[src/rtl/exp_seq_pkg.sv]
`timescale 1ns/1ps
package exp_seq_pkg;
  typedef enum logic [2:0] {
    PH_IDLE = 3'd0,
    PH_RST  = 3'd1,
    PH_INT  = 3'd2,
    PH_MEM  = 3'd3,
    PH_SMP  = 3'd4,
    PH_PRE  = 3'd5,
    PH_DONE = 3'd6
  } phase_t;
endpackage

[src/rtl/exp_phase_ctrl.sv]
`timescale 1ns/1ps
// Phase sequencer: walks reset -> integration -> memory -> sample -> precharge.
module exp_phase_ctrl
  import exp_seq_pkg::*;
#(
  parameter int W_CNT = 16
) (
  input  logic             clk,
  input  logic             rst_n,
  input  logic             start,
  input  logic [W_CNT-1:0] len_rst,
  input  logic [W_CNT-1:0] len_int,
  input  logic [W_CNT-1:0] len_mem,
  input  logic [W_CNT-1:0] len_smp,
  input  logic [W_CNT-1:0] len_pre,
  output phase_t           phase,
  output logic [W_CNT-1:0] tick
);
  logic [W_CNT-1:0] cur_len;
  phase_t           nxt_phase;

  always_comb begin
    cur_len   = len_rst;
    nxt_phase = PH_IDLE;
    unique case (phase)
      PH_RST:  begin cur_len = len_rst; nxt_phase = PH_INT;  end
      PH_INT:  begin cur_len = len_int; nxt_phase = PH_MEM;  end
      PH_MEM:  begin cur_len = len_mem; nxt_phase = PH_SMP;  end
      PH_SMP:  begin cur_len = len_smp; nxt_phase = PH_PRE;  end
      PH_PRE:  begin cur_len = len_pre; nxt_phase = PH_DONE; end
      default: begin cur_len = len_rst; nxt_phase = PH_IDLE; end
    endcase
  end

  always_ff @(posedge clk or negedge rst_n) begin
    if (!rst_n) begin
      phase <= PH_IDLE;
      tick  <= '0;
    end else begin
      unique case (phase)
        PH_IDLE: begin
          tick <= '0;
          if (start) phase <= PH_RST;
        end
        PH_DONE: begin
          tick  <= '0;
          phase <= PH_IDLE;
        end
        default: begin
          if (tick == cur_len - 1'b1) begin
            tick  <= '0;
            phase <= nxt_phase;
          end else begin
            tick <= tick + 1'b1;
          end
        end
      endcase
    end
  end
endmodule

[src/rtl/exp_ds_sched.sv]
`timescale 1ns/1ps
// Secondary reset scheduler: one comparator window per offset slot.
module exp_ds_sched #(
  parameter int N_DS  = 4,
  parameter int W_CNT = 16,
  parameter int W_SEL = 3
) (
  input  logic                  in_int,
  input  logic [W_CNT-1:0]      tick,
  input  logic [W_CNT-1:0]      len_int,
  input  logic [W_CNT-1:0]      ds_len,
  input  logic [W_SEL-1:0]      ds_cnt,
  input  logic [N_DS*W_CNT-1:0] offs,
  output logic                  ds_req
);
  logic [N_DS-1:0] hit;

  for (genvar g = 0; g < N_DS; g++) begin : g_slot
    logic [W_CNT-1:0] off;
    logic             slot_en;
    logic [W_CNT:0]   stop;
    assign off     = offs[g*W_CNT +: W_CNT];
    assign slot_en = (g < int'(ds_cnt)) && (off < len_int);
    assign stop    = {1'b0, off} + {1'b0, ds_len};
    assign hit[g]  = in_int && slot_en && (tick >= off) && ({1'b0, tick} < stop);
  end

  assign ds_req = |hit;
endmodule

[src/rtl/exp_out_stage.sv]
`timescale 1ns/1ps
// Registered output stage: final polarities and main-reset dominance.
module exp_out_stage
  import exp_seq_pkg::*;
(
  input  logic   clk,
  input  logic   rst_n,
  input  phase_t phase,
  input  logic   ds_req,
  output logic   precharge_n,
  output logic   sample_n,
  output logic   reset_p,
  output logic   reset_ds_p,
  output logic   mem_hl,
  output logic   done
);
  always_ff @(posedge clk or negedge rst_n) begin
    if (!rst_n) begin
      precharge_n <= 1'b1;
      sample_n    <= 1'b1;
      reset_p     <= 1'b0;
      reset_ds_p  <= 1'b0;
      mem_hl      <= 1'b1;
      done        <= 1'b0;
    end else begin
      precharge_n <= (phase != PH_PRE);
      sample_n    <= (phase != PH_SMP);
      reset_p     <= (phase == PH_RST);
      reset_ds_p  <= ds_req && (phase != PH_RST);
      mem_hl      <= (phase != PH_MEM);
      done        <= (phase == PH_DONE);
    end
  end
endmodule

[src/rtl/exp_seq_top.sv]
`timescale 1ns/1ps
module exp_seq_top
  import exp_seq_pkg::*;
#(
  parameter int N_DS  = 4,
  parameter int W_PW  = 8,
  parameter int W_INT = 16,
  parameter int MIN_W = 50
) (
  input  logic                    clk,
  input  logic                    rst_n,
  input  logic                    start,
  input  logic [W_PW-1:0]         cfg_rst_w,
  input  logic [W_INT-1:0]        cfg_int_len,
  input  logic [W_PW-1:0]         cfg_ds_w,
  input  logic [$clog2(N_DS+1)-1:0] cfg_ds_cnt,
  input  logic [N_DS*W_INT-1:0]   cfg_ds_off,
  input  logic [W_PW-1:0]         cfg_mem_w,
  input  logic [W_PW-1:0]         cfg_smp_w,
  input  logic [W_PW-1:0]         cfg_pre_w,
  output logic                    precharge_n,
  output logic                    sample_n,
  output logic                    reset_p,
  output logic                    reset_ds_p,
  output logic                    mem_hl,
  output logic                    busy,
  output logic                    done
);
  localparam int               W_SEL = $clog2(N_DS + 1);
  localparam logic [W_INT-1:0] MIN_L = W_INT'(MIN_W);

  logic [W_INT-1:0] raw_rst, raw_ds, raw_mem, raw_smp, raw_pre;
  logic [W_INT-1:0] len_rst, len_int, len_ds, len_mem, len_smp, len_pre;
  phase_t           phase;
  logic [W_INT-1:0] tick;
  logic             ds_req;

  assign raw_rst = W_INT'(cfg_rst_w);
  assign raw_ds  = W_INT'(cfg_ds_w);
  assign raw_mem = W_INT'(cfg_mem_w);
  assign raw_smp = W_INT'(cfg_smp_w);
  assign raw_pre = W_INT'(cfg_pre_w);

  // settle-time floor on every programmed length
  assign len_rst = (raw_rst     < MIN_L) ? MIN_L : raw_rst;
  assign len_int = (cfg_int_len < MIN_L) ? MIN_L : cfg_int_len;
  assign len_ds  = (raw_ds      < MIN_L) ? MIN_L : raw_ds;
  assign len_mem = (raw_mem     < MIN_L) ? MIN_L : raw_mem;
  assign len_smp = (raw_smp     < MIN_L) ? MIN_L : raw_smp;
  assign len_pre = (raw_pre     < MIN_L) ? MIN_L : raw_pre;

  exp_phase_ctrl #(.W_CNT(W_INT)) u_ctrl (
    .clk     (clk),
    .rst_n   (rst_n),
    .start   (start),
    .len_rst (len_rst),
    .len_int (len_int),
    .len_mem (len_mem),
    .len_smp (len_smp),
    .len_pre (len_pre),
    .phase   (phase),
    .tick    (tick)
  );

  exp_ds_sched #(.N_DS(N_DS), .W_CNT(W_INT), .W_SEL(W_SEL)) u_sched (
    .in_int  (phase == PH_INT),
    .tick    (tick),
    .len_int (len_int),
    .ds_len  (len_ds),
    .ds_cnt  (cfg_ds_cnt),
    .offs    (cfg_ds_off),
    .ds_req  (ds_req)
  );

  exp_out_stage u_out (
    .clk         (clk),
    .rst_n       (rst_n),
    .phase       (phase),
    .ds_req      (ds_req),
    .precharge_n (precharge_n),
    .sample_n    (sample_n),
    .reset_p     (reset_p),
    .reset_ds_p  (reset_ds_p),
    .mem_hl      (mem_hl),
    .done        (done)
  );

  assign busy = (phase != PH_IDLE);
endmodule

[config.mk]
export PLATFORM = sky130hd
export DESIGN_NAME = exp_seq_top
export DESIGN_NICKNAME = d
export VERILOG_FILES = /design/src/rtl/exp_seq_pkg.sv /design/src/rtl/exp_phase_ctrl.sv /design/src/rtl/exp_ds_sched.sv /design/src/rtl/exp_out_stage.sv /design/src/rtl/exp_seq_top.sv
export SDC_FILE = /design/constraint.sdc
export NUM_CORES = 1
export LEC_CHECK = 0
export ABC_CLOCK_PERIOD_IN_PS = 5070
export BUFFER_PORTS_ARGS = -buffer_cell sky130_fd_sc_hd__buf_4
export CAP_MARGIN = 0
export CORE_UTILIZATION = 40
export CTS_CLUSTER_SIZE = 40
export DETAILED_ROUTE_END_ITERATION = 16
export GPL_ROUTABILITY_DRIVEN = 0
export PLACE_DENSITY = 0.61
export SYNTH_ARGS = -nofsm -noshare
export SYNTH_HDL_FRONTEND = slang
export SYNTH_SLANG_ARGS = --single-unit
[constraint.sdc]
create_clock -name clk -period 5.07 [get_ports clk]
set_clock_uncertainty 0.15 [all_clocks]
set_input_delay 1.521 -clock clk [delete_from_list [all_inputs] [get_ports clk]]
set_output_delay 1.521 -clock clk [all_outputs]
set_load 0.05 [all_outputs]
Word-level counts from Yosys, hierarchy flattened
Cells that the tools add are included.
{ "op_classes": {"n_lt_le_gt_ge": 22, "reduce_logical": 23, "add_sub_neg": 6, "mux": 13, "n_eq_ne": 12} }
{ "op_table": {"columns": ["cell", "n"], "rows": [
  ["adder 16 x 8 -> 17 bit", 4],
  ["less-than comparator 16 x 17 -> 1 bit", 4],
  [">= comparator 16 bit", 4],
  ["less-than comparator 16 bit", 4],
  ["one-hot mux 16 bit (4 select lines)", 1],
  ["2-to-1 mux 16 bit", 3],
  ["less-than comparator 8 x 6 -> 1 bit (second input constant)", 5],
  ["2-to-1 mux 8 bit", 5],
  ["logical AND 1 bit", 17],
  ["adder 16 x 1 -> 16 bit (second input constant)", 1],
  ["== test 16 bit", 1],
  ["less-than comparator 16 x 6 -> 1 bit (second input constant)", 1],
  ["subtractor 16 x 1 -> 16 bit (second input constant)", 1],
  ["one-hot mux 3 bit (5 select lines)", 1],
  ["== test 3 bit (second input constant)", 3],
  ["== test 3 x 2 -> 1 bit (second input constant)", 2],
  ["less-than comparator 1 x 3 -> 1 bit (first input constant)", 2],
  ["less-than comparator 2 x 3 -> 1 bit (first input constant)", 2],
  ["2-to-1 mux 3 bit", 2],
  ["!= test 3 bit (second input constant)", 2],
  ["one-hot mux 3 bit (2 select lines)", 1],
  ["nonzero test 3 bit", 2],
  ["OR reduction 4 bit", 1],
  ["== test 3 x 1 -> 1 bit (second input constant)", 1],
  ["other kinds (6)", 6]
]} }
{ "word_totals": {"in_bits": 126, "regBits": 25, "word_cells": 84} }

Longest topological paths before layout
Gate-level depths: netlist of run 1.
{ "depth": {"ltp_word": 9, "mapped_depth": 27} }

Hierarchy
Synthesis of run 1 repeated with hierarchy kept, for this count alone.
{ "hier_totals": {"cells_unflattened": 1273, "hier_area_um2": 9978.3} }
{ "modules_own_cells": {"columns": ["module", "cells_each", "area_each_um2", "seq_area_each_um2", "instances"], "rows": [
  ["exp_ds_sched", 868, 6796.5, 0.0, 1],
  ["exp_phase_ctrl", 311, 2469.9, 475.5, 1],
  ["exp_seq_top", 82, 510.5, 0.0, 1],
  ["exp_out_stage", 12, 201.4, 153.9, 1]
]} }

Least setup slack after synthesis of run 1
No wires, ideal clock.
{ "synth_timing": {"path_kind": "input port to flip-flop", "startpoint": "input port cfg_ds_w[2]", "endpoint": "register u_out.reset_ds_p", "path_slack_ns": -0.997, "setup_ns": 0.101, "t_required_ns": 4.819, "arrival_ns": 5.816, "stages": 26, "path_cell_list": "clkbuf_1 o311ai_0 nand2_1 nand2b_1 inv_1 fa_1 inv_1 a31oi_1 o31ai_1 a21oi_1 nor2b_1 nor4_1 nor2_1 nand3_1 xnor2_1 ha_1 a21o_1 a21oi_1 nor2b_1 o21ai_0 nand2_1 a311o_1 a21o_1 a211oi_1 a2111oi_0 nor4_1"} }
{ "synth_via": {"elab_chain_len": 7, "elab_cells_between_ends": 16} }
{ "synth_lines": {"columns": ["item", "line_no", "rtl"], "rows": [
  ["start, declared", "exp_seq_top.sv:15", "input logic [W_PW-1:0] cfg_ds_w,"],
  ["less-than comparator 8 x 6 -> 1 bit", "exp_seq_top.sv:47", "assign len_ds = (raw_ds < MIN_L) ? MIN_L : raw_ds;"],
  ["2-to-1 mux 8 bit (*)", "exp_seq_top.sv:47", null],
  ["adder 16 x 8 -> 17 bit", "exp_ds_sched.sv:24", "assign stop = {1'b0, off} + {1'b0, ds_len};"],
  ["less-than comparator 16 x 17 -> 1 bit", "exp_ds_sched.sv:25", "assign hit[g] = in_int && slot_en && (tick >= off) && ({1'b0, tick} < stop);"],
  ["logical AND 1 bit", "exp_ds_sched.sv:25", null],
  ["OR reduction 4 bit (*)", "exp_ds_sched.sv:28", "assign ds_req = |hit;"],
  ["logical AND 1 bit (*)", "exp_out_stage.sv:29", "reset_ds_p <= ds_req && (phase != PH_RST);"],
  ["end signal, assigned", "exp_out_stage.sv:29", null],
  ["end, declared", "exp_out_stage.sv:13", "output logic reset_ds_p,"]
]} }
Mark *: on every way between the ends. The rest lies on a longest branch, timed or not.
A chain may end at the register's enable or synchronous reset.

Worst setup path in the final report of run 1
{ "layout_timing": {"startpoint": "input port cfg_ds_w[1]", "endpoint": "register u_out.reset_ds_p"} }
The elaborated chain is that of the path after synthesis.

==> run metrics, run 1 <==
Detail Route Antenna Nets=0; clock transition at the registers of the reported paths=0.07 ns; Switching Fraction=48.4%; clk_lat worst skew=approximately 0.27 ns; row cnt=53; crit path DAT=5.65 ns; Total Power=2.56 mW; CP required=between 5 and 6 ns; Final Hold Viols=0; Die W=149 um; Reg2Reg Depth=13; initial antenna violation count=0; # setup viols final=18; Post-Syn Nets=between 1k and 1.5k; clk buf depth=2; Cells after Synth=between 1k and 1.5k; EDFF count, synth=0; most instantiated library cell after synthesis=ha_1; main flop type after synthesis=dfrtp_1; DRT Pass-1 Iters=5; Layout Nets=1,720; Cell Pwr Density=roughly 220 nW/um^2; DRC violations left=0; P_sw=between 1 and 1.5 mW; CTS tree=yes; non-filler cells, final=1,654; Leak=5.92 nW; Filler cells=2,060; Clock Sinks=25; synth top area cells=ha_1 30%, xnor2_1 7.1%, dfrtp_1 6.3%; Min Clock Period, post-route=5.62 ns; Vias/cell=5.56; Seq cells post-synth=25; post-synthesis cell area=8670 sq um; f_max=178 MHz; Synth area leader=ha_1; yosys warns=0; Synth cell types=75; CTS HTree Levels=1; combinational family with the most area after synthesis=adder cells; clock power share=7.6%; CTS root buf=clkbuf_16; routed vias=9,189; syn_area_per_cell=7.78 sq um; Startpoint Class=primary input; sequential area share after synthesis=7.26%; PortBufs=132; average routed wire per standard cell=17.7 um; DIE HEIGHT=149 um; unrepaired setup endpoints after global routing=yes; status=finished with violations; Max transition margin=33.7%; Logic pwr share=between 70 and 80%; internal power=between 1 and 1.5 mW; final WL=29,200 um; Inst Count DP=1,637; antenna cells=0; Worst Setup End Kind=register; PnR worst setup slack=-0.548 ns; Synth Area in Compound Gates=between 20% and 30%; hold depth=1; Hold Path Class=register to register; Core Box Area=21,200 sq um; first-pass GRT wire length=46,800 um; final slew viol count=0; initial core utilization=roughly 40%; sequential power share=14.6%; Remaining Overflow, GRT=0; Post-Synth Adder-Cell Area=31.2%; share of layout cells above drive strength 1=25.8%; Synth Area in XOR/XNOR=9.45%; Final period util=111%; die area=roughly 22,000 sq um; hpwl dp=24,400 um; initial DRC count=429; simple-gate share of the synthesized area=approximately a fifth; top cells by count, synth=210 x ha_1, 98 x inv_1, 72 x nor2_1, 70 x xnor2_1, 63 x nand2_1; crit-path max FO=4; Area Overhead vs Synth=31.6%; largest net degree at the start of global routing=26; Yosys top cell area share=between 30% and 40%; maxcap violations=0; multiplexer share of the synthesized area=less than 1%; failing checks=negative setup slack; FFs w/ async S/R, synth=100%; Peak supply drop=0.156 mV; WS Path Type=primary input to register; GRT Total Usage=26.6%; I/O pin count=roughly 130; Slew @ Worst Pin=0.986 ns; total CTS buffers=3; vias in the first global route=8,869
-- final cells by class --
class	instances	area [sq um]	area share (%)
Inverter	98	368	3.22
Timing Repair Buffer	287	2170	19.0
Multi-Input combinational cell	965	7820	68.5
Sequential cell	25	629	5.52
Clock buffer	4	78.8	0.691
Tap cell	275	344	3.02
-- cell families (layout without fill, tap and decap cells) --
logic type               Yosys count  count (layout)
AO/OA/AOI/OAI                    317             318
XOR/XNOR                          92              92
adder cells (fa/ha/maj)          214             214
buffers and inverters            125             389
flip-flops                        25              25
multiplexers                       5               5
AND/OR/NAND/NOR                  336             336
-- state kept, by name (all words and copies together) (netlist names) --
name	cells
u_ctrl.tick	16
u_ctrl.phase	3
u_out.done	1
u_out.mem_hl	1
u_out.precharge_n	1
u_out.reset_ds_p	1
u_out.reset_p	1
u_out.sample_n	1
-- placed cells by master (no fill, tap or decap), drive strengths merged, types with 5 or more instances in the layout --
cell	count
dfrtp	22
o311ai	7
o21bai	5
nand2b	26
nand4	19
a31oi	21
nor4	12
and2	7
nand3b	7
ha	210
xor2	21
nand2	63
a21oi	58
a211oi	23
nor2b	11
or2	10
or3	10
a21o	63
nor3	28
o41ai	5
inv	98
nand3	36
nor2	72
o211ai	9
o21a	14
o21ai	50
a211o	6
nor3b	5
o2111ai	6
or4	6
buf	287
and3	16
a2111oi	8
xnor2	70
o31ai	8
-- path summary, 6_finish.rpt --
path,start,end,slack [ns]
hold reg to reg,u_ctrl.tick[0]$_DFF_PN0_,u_ctrl.tick[0]$_DFF_PN0_,0.57
min in group asynchronous,rst_n,u_ctrl.tick[11]$_DFF_PN0_,1.01
setup / recovery,cfg_ds_w[1],u_out.reset_ds_p$_DFF_PN0_,-0.55
hold / removal,u_ctrl.tick[0]$_DFF_PN0_,u_ctrl.tick[0]$_DFF_PN0_,0.57
max in group asynchronous,rst_n,u_out.sample_n$_DFF_PN1_,3.43
setup reg to reg,u_ctrl.phase[1]$_DFFE_PN0P_,u_ctrl.tick[0]$_DFF_PN0_,0.67
-- layer usage --
metal	track usage [%]	up-vias	wire length, um
met3	2.78	35	1470
met4	5.61	0	616
met1	38.3	4227	14400
li1	-	4690	-
met2	42.3	237	12700
met5	0	-	0
-- worst max-delay path: stages --
cell and delay (ns):
buf_8 0.10, o311ai_4 0.27, nand2_2 0.09, nand2b_1 0.14, inv_2 0.08, fa_2 0.38, inv_2 0.06, a31oi_1 0.04
o31ai_2 0.32, a21oi_2 0.10, nor2b_2 0.15, nor4_2 0.07, nor2_1 0.15, nand3_1 0.11, xnor2_1 0.14, ha_1 0.31
a21o_1 0.17, a21oi_2 0.11, nor2b_1 0.05, o21ai_1 0.15, nand2_1 0.07, a311o_1 0.27, a21o_1 0.16, a211oi_2 0.31
nor4_2 0.07, nor4_1 0.25
-- power by group through the flow --
stage,registers [mW],logic (mW),clock network [mW]
CTS,0.372,1.88,0.200
global route,0.386,2.20,0.209
finish,0.375,1.99,0.195
global placement,0.378,1.78,0
detailed placement,0.377,1.80,0
floorplan,0.333,1.18,0
-- metrics by stage --
step | util (%) | TNS (ns) | hold WS, ns | cell area, sq um | setup slack, ns
2_1_floorplan | - | -1.40 | 0.344 | 8700 | -0.667
3_3_place_gp | 52.0 | -9.94 | 0.529 | 11000 | -0.768
3_5_place_dp | 52.0 | -10.19 | 0.552 | 11000 | -0.860
4_1_cts | 53.0 | -0.941 | 0.562 | 11200 | -0.527
5_1_grt | 53.9 | -3.18 | 0.611 | 11400 | -0.926
6_report | 53.9 | -1.32 | 0.574 | 11400 | -0.548
-- what timing repair did --
action	4_1_cts	5_1_grt
setup buffers	7	5
pin swaps	14	20
gates resized for setup	17	33
hold buffers	0	0
gates cloned	1	0
endpoints found under the setup margin	20	20
Note: power is estimated with default switching activity, not from simulation.
==> run 2: changes to the inputs <==
ABC_CLOCK_PERIOD_IN_PS = 5760   (was 5070)
CORE_UTILIZATION = 55   (was 40)
PLACE_DENSITY = 0.79   (was 0.61)
clock period = 5.76 ns   (was 5.07 ns; I/O delays follow)
==> run 2 against run 1 <==
Effect of this change: the run still ends with negative setup slack left; first-iteration DRC count up 89%; non-clock buffer count decreased by 106; global-route usage rose by 6.4 points; combinational power shrank 25%; utilization increased by 14 points; largest cell class unchanged.
==> run metrics, run 2 (same netlist as run 1, synthesis figures left out) <==
hpwl dp=22,000 um; Vias/cell=6.18; Peak supply drop=0.203 mV; total CTS buffers=3; PnR worst setup slack=-0.190 ns; f_max=around 170 MHz; row cnt=45; CTS hold repair buffers=0; Hold Path Class=register to register; Min Clock Period, post-route=5.95 ns; average routed wire per standard cell=17.9 um; crit path DAT=5.98 ns; final slew viol count=0; Final period util=103%; placed cell area=10,200 sq um; Startpoint Class=primary input; status=finished with violations; DRT Pass-1 Iters=6; clock transition at the registers of the reported paths=0.07 ns; Total Power=2.00 mW; Worst Setup End Kind=register; Die W=128 um; GRT Total Usage=33.0%; Clock Sinks=25; clk_lat worst skew=0.27 ns; Cell Pwr Density=a little under 200 nW/um^2; Final Hold Viols=0; max reg flops=16; biggest regs=u_ctrl.tick (16), u_ctrl.phase (3); Area Overhead vs Synth=19.6%; maxcap violations=0; Detail Route Antenna Nets=0; share of layout cells above drive strength 1=approximately 18%; DIE HEIGHT=approximately 130 um; antenna cells=0; CTS tree=yes; Top reg by flops=u_ctrl.tick; unrepaired setup endpoints after global routing=yes; initial antenna violation count=0; final WL=26,600 um; routed vias=9,159; # setup viols final=1; WS Path Type=primary input to register; die area=16,300 sq um; Max transition margin=33.5%; CTS HTree Levels=1; Hold Slack=0.537 ns; CTS root buf=clkbuf_16; Leak=5.38 nW; commonest non-fill, non-tap cells in the layout=209 x ha_1, 179 x buf_4, 95 x inv_1, 71 x nor2_1, 70 x xnor2_1; initial core utilization=56.6%; commonest non-fill, non-tap cell in the layout=ha_1; CP required=5.79 ns; failing checks=negative setup slack; Remaining Overflow, GRT=0; largest net degree at the start of global routing=26; Layout Nets=1,613; clk buf depth=2; first-pass GRT wire length=43,000 um; crit-path max FO=3; vias in the first global route=8,467; I/O pin count=roughly 130; DRC violations left=0; Slew @ Worst Pin=0.988 ns; Design Area, Final=10,400 sq um; Core Box Area=roughly 15,000 sq um; initial DRC count=812; PortBufs=132
[run 2: area by class of cell]
cell class,instances,area [sq um]
clock inverters,1,5.00
repair buffers,181,1370
fillers,1347,4950
well taps,211,264
flip-flops and latches,25,629
inverters,98,368
multi-input cells,964,7650
clock buffers,3,75.1
[run 2: worst paths after layout]
| check | depth (start not counted) | from | slack [ns] | to |
|---|---|---|---|---|
| max | 27 | cfg_ds_w[2] | -0.19 | u_out.reset_ds_p$_DFF_PN0_ |
| max in group asynchronous | 1 | rst_n | 3.92 | u_out.mem_hl$_DFF_PN1_ |
| min reg2reg | 1 | u_ctrl.tick[0]$_DFF_PN0_ | 0.54 | u_ctrl.tick[0]$_DFF_PN0_ |
| max reg2reg | 13 | u_ctrl.phase[0]$_DFFE_PN0P_ | 1.08 | u_ctrl.tick[14]$_DFF_PN0_ |
| min in group asynchronous | 1 | rst_n | 1.22 | u_ctrl.tick[14]$_DFF_PN0_ |
| min | 1 | u_ctrl.tick[0]$_DFF_PN0_ | 0.54 | u_ctrl.tick[0]$_DFF_PN0_ |
[run 2: metrics by stage]
stage | setup TNS [ns] | utilization, % | instances | setup WS (ns)
after detailed placement | -1.21 | 66.4 | 1477 | -0.483
after global placement | -0.608 | 66.4 | 1477 | -0.211
after floorplan | -0.184 | - | 1114 | -0.184
after CTS | -0.0556 | 67.1 | 1481 | -0.0556
after global routing | -0.606 | 67.7 | 1483 | -0.606
final | -0.190 | 67.7 | 1483 | -0.190
[run 2: worst max-delay path: stages]
cell and delay (ns):
buf_8 0.10, o311ai_4 0.31, nand2_2 0.13, and2_4 0.17
ha_4 0.16, inv_2 0.05, fa_2 0.21, inv_2 0.04
a31oi_2 0.15, o31ai_2 0.09, a21oi_1 0.17, nor2b_1 0.08
nor4_2 0.29, nor2_1 0.11, nand3_1 0.11, xnor2_1 0.08
ha_1 0.30, a21o_1 0.17, a21oi_2 0.12, nor2b_1 0.05
o21ai_1 0.15, nand2_1 0.08, a311o_1 0.33, a21o_1 0.19
a211oi_2 0.30, nor4_2 0.06, nor4_1 0.25
[run 2: repair_timing]
action,in CTS,in global routing
setup endpoints to repair,1,1
buffers inserted,0,2
gates resized for setup,4,17
pin swaps,2,21
[run 2: report_power, final]
part	internal, mW	leakage, nW	switching [mW]	total (mW)
registers	0.211	0.317	0.121	0.332
clock network	0.0941	0.0409	0.0728	0.167
logic	0.692	5.03	0.807	1.50
[run 2: metal layers]
| metal | global-route usage, % | routed length (um) |
|---|---|---|
| met2 | 50.9 | 11400 |
| met3 | 4.44 | 2180 |
| met5 | 0 | 0 |
| met4 | 11.7 | 852 |
| met1 | 46.7 | 12100 |
